<file path="src/rtl/i2cs_pkg.sv">
package i2cs_pkg;

    typedef enum logic [2:0] {
        OP_START   = 3'd0,
        OP_RSTART  = 3'd1,
        OP_WRITE   = 3'd2,
        OP_RD_ACK  = 3'd3,
        OP_RD_NACK = 3'd4,
        OP_STOP    = 3'd5
    } bus_op_e;

    typedef enum logic [3:0] {
        S_IDLE, S_START, S_ADDR, S_FETCH, S_WRITE, S_TURN,
        S_RADDR, S_READ, S_ENDTX, S_STOP, S_FINISH, S_HOLD
    } seq_state_e;

    localparam int ST_CMPL   = 0;
    localparam int ST_ACKERR = 1;
    localparam int ST_HSNACK = 2;
    localparam int ST_ARB    = 3;
    localparam int ST_RSDONE = 4;
    localparam int ST_NB     = 5;

    localparam int CTL_RS     = 1;
    localparam int CTL_DIRCHG = 4;
    localparam int CTL_ACKDET = 5;

    localparam int GO_BIT     = 0;
    localparam int MULTI_BIT  = 14;
    localparam int RSNEXT_BIT = 15;

endpackage

</file>
<file path="src/rtl/i2cs_len_sel.sv">
module i2cs_len_sel #(
    parameter int LEN_W   = 8,
    parameter int PK_RD_W = 5,
    parameter bit AUX_EN  = 1'b0
) (
    input  logic [15:0]      xfer_len,
    input  logic [LEN_W-1:0] aux_len,
    output logic [LEN_W-1:0] wr_len,
    output logic [LEN_W-1:0] rd_len
);
    localparam int PK_LO = 8;
    localparam int PK_HI = PK_LO + PK_RD_W;

    assign wr_len = xfer_len[LEN_W-1:0];

    generate
        if (AUX_EN) begin : g_aux
            logic unused_pk;
            assign unused_pk = ^xfer_len[15:LEN_W];
            assign rd_len    = aux_len;
        end else begin : g_pk
            logic unused_aux;
            assign unused_aux = ^{aux_len, xfer_len[15:PK_HI]};
            assign rd_len     = LEN_W'(xfer_len[PK_HI-1:PK_LO]);
        end
    endgenerate

endmodule

</file>
<file path="src/rtl/i2cs_irq_regs.sv">
module i2cs_irq_regs #(
    parameter int NB = 5
) (
    input  logic          clk,
    input  logic          rst_n,
    input  logic [NB-1:0] set_evt,
    input  logic          clr_we,
    input  logic [NB-1:0] clr_wd,
    input  logic          mask_we,
    input  logic [NB-1:0] mask_wd,
    output logic [NB-1:0] stat,
    output logic          irq
);
    logic [NB-1:0] mask_q;
    logic [NB-1:0] clr_eff;

    assign clr_eff = clr_we ? clr_wd : '0;

    always_ff @(posedge clk or negedge rst_n) begin
        if (!rst_n) begin
            stat   <= '0;
            mask_q <= '0;
        end else begin
            stat <= (stat & ~clr_eff) | set_evt;
            if (mask_we) mask_q <= mask_wd;
        end
    end

    assign irq = |(stat & mask_q);

    // a cleared bit is low after the write unless a new event set it
    a_r2_w1c: assert property (@(posedge clk) disable iff (!rst_n)
        clr_we |=> ((stat & $past(clr_wd) & ~$past(set_evt)) == '0));

    // a set bit is never lost without a clear write
    a_r2_sticky: assert property (@(posedge clk) disable iff (!rst_n)
        1'b1 |=> ((($past(stat) & ~($past(clr_we) ? $past(clr_wd) : '0)) & ~stat) == '0));

endmodule

</file>
<file path="src/rtl/i2cs_fsm.sv">
module i2cs_fsm
    import i2cs_pkg::*;
#(
    parameter int LEN_W = 8,
    parameter int CNT_W = 8
) (
    input  logic             clk,
    input  logic             rst_n,
    input  logic [7:0]       addr_byte,
    input  logic [15:0]      ctrl_word,
    input  logic [LEN_W-1:0] wr_len,
    input  logic [LEN_W-1:0] rd_len,
    input  logic [CNT_W-1:0] txn_count,
    input  logic             start_we,
    input  logic [15:0]      start_wd,
    output logic             cmd_valid,
    output bus_op_e          cmd_op,
    output logic [7:0]       cmd_data,
    input  logic             bus_done,
    input  logic             bus_ack,
    input  logic             bus_arb_lost,
    input  logic [7:0]       bus_rdata,
    input  logic             tx_valid,
    input  logic [7:0]       tx_data,
    output logic             tx_ready,
    output logic             rx_valid,
    output logic [7:0]       rx_data,
    output logic [ST_NB-1:0] evt
);
    seq_state_e state, nxt;

    logic [7:0]       addr_q;
    logic [7:0]       byte_q;
    logic [LEN_W-1:0] wlen_q, rlen_q, left_q;
    logic [CNT_W-1:0] txn_left;
    logic             wrrd_q, ackdet_q, rs_q, multi_q, rsnext_q;
    logic             rstart_q, cont_q;
    logic             rx_valid_q;
    logic [7:0]       rx_data_q;

    logic trig, done_ok, lost, wr_state, bus_state, nack_err, rd_dir, more_txn;
    logic unused_ctl;

    assign unused_ctl = ^{ctrl_word[15:6], ctrl_word[3:2], ctrl_word[0], start_wd[13:1]};

    assign trig      = start_we && start_wd[GO_BIT];
    assign done_ok   = bus_done && !bus_arb_lost;
    assign lost      = bus_done && bus_arb_lost;
    assign wr_state  = (state == S_ADDR) || (state == S_WRITE) || (state == S_RADDR);
    assign bus_state = wr_state || (state == S_START) || (state == S_TURN) || (state == S_READ);
    assign nack_err  = wr_state && done_ok && !bus_ack && ackdet_q;
    assign rd_dir    = !wrrd_q && addr_q[0];
    assign more_txn  = !multi_q && (txn_left > CNT_W'(1));

    // state register
    always_ff @(posedge clk or negedge rst_n) begin
        if (!rst_n) state <= S_IDLE;
        else        state <= nxt;
    end

    // next-state logic
    always_comb begin
        nxt = state;
        unique case (state)
            S_IDLE:   if (trig) nxt = S_START;
            S_START:  if (lost) nxt = S_IDLE;
                      else if (bus_done) nxt = S_ADDR;
            S_ADDR: begin
                if (lost) nxt = S_IDLE;
                else if (nack_err) nxt = S_STOP;
                else if (bus_done) begin
                    if (rd_dir) nxt = (wlen_q == '0) ? S_ENDTX : S_READ;
                    else if (wlen_q == '0) nxt = wrrd_q ? S_TURN : S_ENDTX;
                    else nxt = S_FETCH;
                end
            end
            S_FETCH:  if (tx_valid) nxt = S_WRITE;
            S_WRITE: begin
                if (lost) nxt = S_IDLE;
                else if (nack_err) nxt = S_STOP;
                else if (bus_done) begin
                    if (left_q == LEN_W'(1)) nxt = wrrd_q ? S_TURN : S_ENDTX;
                    else nxt = S_FETCH;
                end
            end
            S_TURN:   if (lost) nxt = S_IDLE;
                      else if (bus_done) nxt = S_RADDR;
            S_RADDR: begin
                if (lost) nxt = S_IDLE;
                else if (nack_err) nxt = S_STOP;
                else if (bus_done) nxt = (rlen_q == '0) ? S_ENDTX : S_READ;
            end
            S_READ: begin
                if (lost) nxt = S_IDLE;
                else if (bus_done) nxt = (left_q == LEN_W'(1)) ? S_ENDTX : S_READ;
            end
            S_ENDTX: begin
                if (multi_q) nxt = rsnext_q ? S_HOLD : S_STOP;
                else if (more_txn && rs_q) nxt = S_START;
                else nxt = S_STOP;
            end
            S_STOP:   if (bus_done) nxt = cont_q ? S_START : S_FINISH;
            S_FINISH: nxt = S_IDLE;
            S_HOLD:   if (trig) nxt = S_START;
            default:  nxt = S_IDLE;
        endcase
    end

    // datapath registers
    always_ff @(posedge clk or negedge rst_n) begin
        if (!rst_n) begin
            addr_q     <= '0;
            byte_q     <= '0;
            wlen_q     <= '0;
            rlen_q     <= '0;
            left_q     <= '0;
            txn_left   <= '0;
            wrrd_q     <= 1'b0;
            ackdet_q   <= 1'b0;
            rs_q       <= 1'b0;
            multi_q    <= 1'b0;
            rsnext_q   <= 1'b0;
            rstart_q   <= 1'b0;
            cont_q     <= 1'b0;
            rx_valid_q <= 1'b0;
            rx_data_q  <= '0;
        end else begin
            rx_valid_q <= (state == S_READ) && done_ok;
            if ((state == S_READ) && done_ok) rx_data_q <= bus_rdata;
            unique case (state)
                S_IDLE: if (trig) begin
                    addr_q   <= addr_byte;
                    wrrd_q   <= ctrl_word[CTL_DIRCHG];
                    ackdet_q <= ctrl_word[CTL_ACKDET];
                    rs_q     <= ctrl_word[CTL_RS];
                    multi_q  <= start_wd[MULTI_BIT];
                    rsnext_q <= start_wd[RSNEXT_BIT];
                    wlen_q   <= wr_len;
                    rlen_q   <= rd_len;
                    rstart_q <= 1'b0;
                    cont_q   <= 1'b0;
                    if (ctrl_word[CTL_DIRCHG] || txn_count == '0) txn_left <= CNT_W'(1);
                    else txn_left <= txn_count;
                end
                S_START: if (bus_done) rstart_q <= 1'b0;
                S_ADDR:  if (done_ok) left_q <= wlen_q;
                S_FETCH: if (tx_valid) byte_q <= tx_data;
                S_WRITE: if (done_ok) left_q <= left_q - LEN_W'(1);
                S_RADDR: if (done_ok) left_q <= rlen_q;
                S_READ:  if (done_ok) left_q <= left_q - LEN_W'(1);
                S_ENDTX: if (more_txn) begin
                    txn_left <= txn_left - CNT_W'(1);
                    rstart_q <= rs_q;
                    cont_q   <= !rs_q;
                end
                S_STOP:  if (bus_done) cont_q <= 1'b0;
                S_HOLD:  if (trig) begin
                    rsnext_q <= start_wd[RSNEXT_BIT];
                    rstart_q <= 1'b1;
                end
                default: ;
            endcase
            if (nack_err) cont_q <= 1'b0;
        end
    end

    // outputs
    always_comb begin
        cmd_valid = 1'b0;
        cmd_op    = OP_STOP;
        cmd_data  = 8'h00;
        tx_ready  = 1'b0;
        unique case (state)
            S_START: begin
                cmd_valid = 1'b1;
                cmd_op    = rstart_q ? OP_RSTART : OP_START;
            end
            S_ADDR: begin
                cmd_valid = 1'b1;
                cmd_op    = OP_WRITE;
                cmd_data  = wrrd_q ? {addr_q[7:1], 1'b0} : addr_q;
            end
            S_FETCH: tx_ready = 1'b1;
            S_WRITE: begin
                cmd_valid = 1'b1;
                cmd_op    = OP_WRITE;
                cmd_data  = byte_q;
            end
            S_TURN: begin
                cmd_valid = 1'b1;
                cmd_op    = OP_RSTART;
            end
            S_RADDR: begin
                cmd_valid = 1'b1;
                cmd_op    = OP_WRITE;
                cmd_data  = {addr_q[7:1], 1'b1};
            end
            S_READ: begin
                cmd_valid = 1'b1;
                cmd_op    = (left_q == LEN_W'(1)) ? OP_RD_NACK : OP_RD_ACK;
            end
            S_STOP: begin
                cmd_valid = 1'b1;
                cmd_op    = OP_STOP;
            end
            default: ;
        endcase
    end

    always_comb begin
        evt            = '0;
        evt[ST_CMPL]   = (state == S_FINISH);
        evt[ST_ACKERR] = nack_err;
        evt[ST_HSNACK] = 1'b0;
        evt[ST_ARB]    = bus_state && lost;
        evt[ST_RSDONE] = (state == S_ENDTX) && multi_q && rsnext_q;
    end

    assign rx_valid = rx_valid_q;
    assign rx_data  = rx_data_q;

    // a request and its byte stay put until the engine reports done
    a_r4_cmd_hold: assert property (@(posedge clk) disable iff (!rst_n)
        (cmd_valid && !bus_done) |=> (cmd_valid && $stable(cmd_op) && $stable(cmd_data)));

    // an ACK error is followed directly by a STOP request
    a_r7_err_then_stop: assert property (@(posedge clk) disable iff (!rst_n)
        evt[ST_ACKERR] |=> (cmd_valid && cmd_op == OP_STOP));

    // lost arbitration leaves the bus with no further request
    a_r10_arb_idle: assert property (@(posedge clk) disable iff (!rst_n)
        evt[ST_ARB] |=> !cmd_valid);

    // received bytes only follow a read request
    a_r5_rx_after_read: assert property (@(posedge clk) disable iff (!rst_n)
        rx_valid |-> $past(cmd_op == OP_RD_ACK || cmd_op == OP_RD_NACK));

endmodule

</file>
<file path="src/rtl/i2c_txn_seq.sv">
module i2c_txn_seq
    import i2cs_pkg::*;
#(
    parameter int LEN_W   = 8,
    parameter int CNT_W   = 8,
    parameter int PK_RD_W = 5,
    parameter bit AUX_EN  = 1'b0
) (
    input  logic             clk,
    input  logic             rst_n,
    input  logic [7:0]       addr_byte,
    input  logic [15:0]      ctrl_word,
    input  logic [15:0]      xfer_len,
    input  logic [LEN_W-1:0] aux_len,
    input  logic [CNT_W-1:0] txn_count,
    input  logic             start_we,
    input  logic [15:0]      start_wd,
    input  logic             stat_clr_we,
    input  logic [4:0]       stat_clr_wd,
    input  logic             mask_we,
    input  logic [4:0]       mask_wd,
    output logic             cmd_valid,
    output logic [2:0]       cmd_op,
    output logic [7:0]       cmd_data,
    input  logic             bus_done,
    input  logic             bus_ack,
    input  logic             bus_arb_lost,
    input  logic [7:0]       bus_rdata,
    input  logic             tx_valid,
    input  logic [7:0]       tx_data,
    output logic             tx_ready,
    output logic             rx_valid,
    output logic [7:0]       rx_data,
    output logic [4:0]       irq_stat,
    output logic             irq
);
    logic [LEN_W-1:0] wr_len, rd_len;
    logic [ST_NB-1:0] evt;
    bus_op_e          op_e;

    i2cs_len_sel #(.LEN_W(LEN_W), .PK_RD_W(PK_RD_W), .AUX_EN(AUX_EN)) u_len (
        .xfer_len (xfer_len),
        .aux_len  (aux_len),
        .wr_len   (wr_len),
        .rd_len   (rd_len)
    );

    i2cs_fsm #(.LEN_W(LEN_W), .CNT_W(CNT_W)) u_fsm (
        .clk          (clk),
        .rst_n        (rst_n),
        .addr_byte    (addr_byte),
        .ctrl_word    (ctrl_word),
        .wr_len       (wr_len),
        .rd_len       (rd_len),
        .txn_count    (txn_count),
        .start_we     (start_we),
        .start_wd     (start_wd),
        .cmd_valid    (cmd_valid),
        .cmd_op       (op_e),
        .cmd_data     (cmd_data),
        .bus_done     (bus_done),
        .bus_ack      (bus_ack),
        .bus_arb_lost (bus_arb_lost),
        .bus_rdata    (bus_rdata),
        .tx_valid     (tx_valid),
        .tx_data      (tx_data),
        .tx_ready     (tx_ready),
        .rx_valid     (rx_valid),
        .rx_data      (rx_data),
        .evt          (evt)
    );

    assign cmd_op = op_e;

    i2cs_irq_regs #(.NB(ST_NB)) u_irq (
        .clk     (clk),
        .rst_n   (rst_n),
        .set_evt (evt),
        .clr_we  (stat_clr_we),
        .clr_wd  (stat_clr_wd),
        .mask_we (mask_we),
        .mask_wd (mask_wd),
        .stat    (irq_stat),
        .irq     (irq)
    );

endmodule

</file>
<file path="config.mk">
export PLATFORM = sky130hd
export DESIGN_NAME = i2c_txn_seq
export DESIGN_NICKNAME = d
export VERILOG_FILES = /design/src/rtl/i2cs_pkg.sv /design/src/rtl/i2cs_len_sel.sv /design/src/rtl/i2cs_irq_regs.sv /design/src/rtl/i2cs_fsm.sv /design/src/rtl/i2c_txn_seq.sv
export SDC_FILE = /design/constraint.sdc
export NUM_CORES = 1
export LEC_CHECK = 0
export CAP_MARGIN = 20
export CORE_ASPECT_RATIO = 1.2
export CORE_UTILIZATION = 45
export DETAILED_ROUTE_END_ITERATION = 7
export MAX_ROUTING_LAYER = met4
export PLACE_DENSITY = 0.75
export REMOVE_ABC_BUFFERS = 1
export SKIP_CTS_REPAIR_TIMING = 1
export SYNTH_ARGS = -nofsm -noshare
export SYNTH_HDL_FRONTEND = slang
export SYNTH_HIERARCHICAL = 1
export SYNTH_SLANG_ARGS = --single-unit
</file>
<file path="constraint.sdc">
create_clock -name clk -period 2.84 [get_ports clk]
set_clock_uncertainty 0.2 [all_clocks]
set_input_delay 0.426 -clock clk [delete_from_list [all_inputs] [get_ports clk]]
set_output_delay 0.426 -clock clk [all_outputs]
set_load 0.01 [all_outputs]
</file>
Word level (Yosys, flattened, before mapping)
Cells that the tools add are included.
{ "totals": {"ff_bits": 75, "in_bits": 107, "word_cells": 155} }
{ "classes": {"addsub": 2, "magnitude_cmp": 1, "eq_ne": 31, "mux": 54, "bitwise": 4, "n_reduce_logical": 45} }
{ "op_table": {"columns": ["cell", "count"], "rows": [
  ["two-way mux 4 bit", 28],
  ["two-way mux 8 bit", 6],
  ["one-hot mux 8 bit (3 select lines)", 2],
  ["one-hot mux 4 bit (10 select lines)", 1],
  ["zero test 8 bit", 3],
  ["equality test 4 x 3 -> 1 bit (second input constant)", 4],
  ["equality test 4 bit (second input constant)", 4],
  ["one-hot mux 8 bit (2 select lines)", 1],
  ["subtractor 8 x 1 -> 8 bit (second input constant)", 2],
  ["!= test 2 x 1 -> 1 bit (second input constant)", 7],
  ["logical AND 1 bit", 13],
  ["!= test 3 x 2 -> 1 bit (second input constant)", 4],
  ["!= test 4 x 2 -> 1 bit (second input constant)", 3],
  ["one-hot mux 3 bit (4 select lines)", 1],
  ["AND 5 bit", 2],
  ["two-way mux 1 bit", 10],
  ["AND reduction 9 bit", 1],
  ["equality test 4 x 2 -> 1 bit (second input constant)", 2],
  ["equality test 8 x 1 -> 1 bit (second input constant)", 1],
  ["greater-than comparator 8 x 1 -> 1 bit (second input constant)", 1],
  ["AND reduction 4 bit", 2],
  ["nonzero test 4 bit", 2],
  ["OR reduction 7 bit", 1],
  ["logical OR 1 bit", 6],
  ["other kinds (20)", 30]
]} }

Logic depth before layout (Yosys ltp)
{ "logic_depth": {"depth_word": 9, "depth_mapped": 8} }

Modules after synthesis
The synthesis kept the hierarchy.
{ "modules_own_cells": {"columns": ["module", "instances", "cells_per_inst", "area_each_um2"], "rows": [
  ["i2cs_fsm", 1, 380, 3883.7],
  ["i2cs_irq_regs", 1, 28, 384.1],
  ["i2cs_len_sel", 1, 17, 123.9]
]} }

Least setup slack after synthesis
Ideal clock, no wire load.
{ "synth_timing": {"path_type": "reg-to-output", "from": "register u_fsm.left_q[3]", "to": "output cmd_op[1]", "t_arrival_ns": 1.583, "setup_slack_ns": 0.631, "stages_incl_launch_ff": 7, "n_path_buf": 1, "path_cell_list": "dfrtp_1 or4_1 buf_2 nor4b_4 o21ai_1 nand2_1 a21oi_1"} }
{ "synth_via": {"elab_chain_cells": 3} }
{ "synth_lines": {"columns": ["element", "line", "rtl"], "rows": [
  ["start: declaration", "i2cs_fsm.sv:34", "logic [LEN_W-1:0] wlen_q, rlen_q, left_q;"],
  ["start signal: assignment", "i2cs_fsm.sv:146", "S_ADDR: if (done_ok) left_q <= wlen_q;"],
  ["start signal: assignment", "i2cs_fsm.sv:148", "S_WRITE: if (done_ok) left_q <= left_q - LEN_W'(1);"],
  ["start signal: assignment", "i2cs_fsm.sv:149", "S_RADDR: if (done_ok) left_q <= rlen_q;"],
  ["equality test 8 x 1 -> 1 bit", "i2cs_fsm.sv:200", "cmd_op = (left_q == LEN_W'(1)) ? OP_RD_NACK : OP_RD_ACK;"],
  ["two-way mux 3 bit", "i2cs_fsm.sv:200", null],
  ["one-hot mux 3 bit (4 select lines)", "i2cs_fsm.sv:173", "unique case (state)"],
  ["end: declaration", "i2c_txn_seq.sv:23", "output logic [2:0] cmd_op,"]
]} }
No other way between the ends.

Worst setup path in the final report
{ "layout_timing": {"from": "register u_fsm.state[2]", "to": "output cmd_data[4]"} }
{ "layout_via": {"elab_chain_cells": 2, "word_cells_on_any_way": 4} }
{ "layout_lines": {"columns": ["element", "line", "rtl"], "rows": [
  ["start: declaration", "i2cs_fsm.sv:30", "seq_state_e state, nxt;"],
  ["start signal: assignment", "i2cs_fsm.sv:58", "else state <= nxt;"],
  ["equality test 4 x 3 -> 1 bit or equality test 4 x 2 -> 1 bit (tied branches)", "i2cs_fsm.sv:173", null],
  ["one-hot mux 8 bit (3 select lines) (*)", "i2cs_fsm.sv:173", null],
  ["end: declaration", "i2c_txn_seq.sv:24", "output logic [7:0] cmd_data,"]
]} }
Every way passes the cells marked *; elsewhere a longest branch is shown, timed or not.

==> qor.txt <==
Critical Path RT: 2210 ps
GRT Resource Usage Total: 21.7%
Core area: 0.00952 mm2
Crit Path Class: reg -> out
# rows: 39
I/O pins: 135
Die ar.: 0.0102 mm2
HPWL Detailed: 7780 um
Placer Congestion: 0.935
Final nets: 628
Worst min path class: in -> async
Min Tclk post-route: 2760 ps
H-Tree Depth: 3
Worst EP arrival: 2140 ps
Power Total: 0.00561 W
Total grt overflow: 0
Max Root-Sink Buffers: 2
Async set or reset register ratio after synthesis: 100%
Initial DRC count: 266
Worst setup EP type: output port
Initial antenna violation count: 0
Leak: 2.44 nW
First-pass DRT Iterations: 5
Max Cap Violations: 0
Combinational family with the most area after synthesis: compound AO/OA/AOI/OAI gates
Vias: 3,678
Vias in the first global route: 3,557
Area growth syn-to-layout: 30.0%
Design Area, Final: 0.00571 mm2
Final Hold Fails: 0
First-pass GRT wire length: 16,600 um
Ys flop type: dfrtp_1
Final ANT Viol Nets: 0
Post-Synthesis Cells: 425
Post-synthesis adder-cell area fraction: 1.14%
CTS tree: yes
Drt drc: 0
XOR/XNOR Fraction of Synth Area: 0.399%
Pwr/cell area: 983 mW/mm2
Clk root buf: clkbuf_16
Antenna Cells: 0
Status: completed
IO Port Bufs: 97
Mapped cell area: 0.00439 mm2
Post-synthesis sequential area ratio: 44.4%
CTS Buf Count: 9
CTS sink count: 78
Worst-path clk slew: 60 ps
Worst-skew pair later-pin latency: 330 ps
Die Y: 110 um
Placed cell area: 0.00541 mm2
RSZ-0062 raised after global routing: false
Ys Warns: 6
Worst slack at placement: 156 ps
Number of flops mapped to enable cells by yosys: 0
Fmax: 362 MHz
IR drop worst, VDD: 0.473 mV
Netlist cell types: 59
Max-slew violations: 0
Multiplexer area fraction after synthesis: 13.6%
Setup violators final: 0
Pin count of the biggest net entering global routing: 79
Post-synthesis simple-gate area fraction: 13.9%
CP Launch Type: flip-flop
Share of cells above drive strength 1: 18.4%
Slew HR: 34.7%
Fin util: 60.0%
Die X: 92.2 um
Routed WL per cell: 16.6 um
Crit-path max FO: 12
Worst Max-Slew Pin Slew: 979 ps
Aggregate routed wire length: 10,700 um
Compound-Gate Fraction of Synth Area: 18.8%
Initial Util: 46.2%
Vias/cell: 5.70
#FFs+latches synth: 78
Period Utilization, post-route: 97.3%
Synth Area per Inst: 10.3 um2
Setup WS post-layout: 75.5 ps
-- logic make-up after synthesis --
group / count (synthesis)
compound gates: 119
simple gates: 114
flops: 78
mux: 53
buf+inv: 53
fa+ha+maj: 4
other cells: 2
xor+xnor: 2
-- state kept, by name (all words and copies together) (netlist names), 8 cells and up --
name and cells:
u_fsm/rx_data 8, u_fsm/byte_q 8, u_fsm/rlen_q 8, u_fsm/addr_q 8, u_fsm/wlen_q 8, u_fsm/left_q 8, u_fsm/txn_left 8
-- cell usage after synthesis (2+ instances only) --
cell type  number  area share (%)
dfrtp_1        78              44
mux2_2         47              12
nor2_1         32             2.7
nand2_1        28             2.4
o21ai_0        26             3.0
buf_4          19             3.2
a21oi_1        16             1.8
inv_1          16             1.4
a22o_1         10             2.0
nor3_1          9             1.0
a21o_1          8             1.4
a31oi_1         8             1.1
a22oi_1         7             1.2
buf_2           7            0.80
buf_6           7             1.8
nor4_1          7             1.0
nand3_1         6            0.68
a222oi_1        5             1.1
mux2_1          5             1.3
and2b_1         4            0.68
and3_1          4            0.57
clkbuf_1        4            0.34
ha_1            4             1.1
nand2b_1        4            0.57
a211oi_1        3            0.51
a21boi_0        3            0.51
a32oi_1         3            0.60
and2_1          3            0.43
nor4b_1         3            0.60
o211ai_1        3            0.51
o21ai_1         3            0.34
o221ai_1        3            0.60
o22ai_1         3            0.43
o2bb2ai_1       3            0.60
a2111oi_0       2            0.40
conb_1          2            0.17
nand3b_1        2            0.34
nand4_1         2            0.28
nor3_2          2            0.46
nor3b_1         2            0.34
nor4b_4         2             1.1
o21a_1          2            0.34
o21bai_1        2            0.34
-- per-stage QoR --
stage	hold WS [ps]	setup TNS (ps)	cells
floorplan	-69.6	0	390
global placement	267	0	629
detailed placement	279	0	629
CTS	86.8	-790	645
global route	123	0	645
finish	46.1	0	645
-- final timing paths --
path                                      start           endpoint  slack (ps)  depth (start not counted)
worst max-delay path             u_fsm/state[2]        cmd_data[4]          80                          4
worst min-delay path                      rst_n  u_fsm/txn_left[4]          50                          1
worst max register to register   u_fsm/state[3]    u_fsm/rlen_q[6]         270                          5
worst min register to register  u_irq/mask_q[2]    u_irq/mask_q[2]         290                          1
max in group asynchronous                 rst_n     u_fsm/state[1]        1720                          1
min in group clk                u_irq/mask_q[2]    u_irq/mask_q[2]         290                          1
-- cells in the final DEF, fill, tap and decap left out, types with 4 or more instances in the layout --
cell type / count
clkdlybuf4s50_1: 93
dfrtp_1: 76
mux2_2: 47
nor2_1: 32
nand2_1: 28
o21ai_0: 25
buf_4: 19
inv_1: 16
a21oi_1: 16
a22o_1: 10
clkbuf_16: 9
nor3_1: 9
a21o_1: 8
a31oi_1: 8
nor4_1: 7
a22oi_1: 7
nand3_1: 6
clkinv_2: 5
a222oi_1: 5
mux2_1: 5
nand2b_1: 4
o21ai_1: 4
and2b_1: 4
and3_1: 4
conb_1: 4
-- layout make-up --
type                    count  area [um2]
fillers                   815        3800
multi-input cells         296        2140
flip-flops and latches     78        1950
repair buffers            116        1130
clock buffers              11         243
well taps                 123         154
inverters                  16        60.1
clock inverters             5        25.0
-- layer usage --
| layer | up-vias | global-route usage (%) | part of all wire [%] | routed length [um] |
|---|---|---|---|---|
| li1 | 1735 | - | - | - |
| met3 | 22 | 3.91 | 5.8 | 624 |
| met5 | - | - | 0 | 0 |
| met2 | 154 | 35.0 | 48 | 5180 |
| met4 | 0 | 11.4 | 2.9 | 308 |
| met1 | 1767 | 26.4 | 43 | 4610 |
-- report_power, final --
part           internal (W)  switching [W]  leakage, nW
sequential          0.00160       0.000463        0.959
combinational       0.00132        0.00119         1.34
clock              0.000607       0.000435        0.139
total               0.00352        0.00209         2.44
-- critical path: stages, from the launching register on --
cell and delay [ps]:
dfrtp_1 620, nor4b_2 270, buf_4 220, a22o_1 160
clkdlybuf4s50_1 530
No activity file was read; power rests on OpenSTA's default activity.
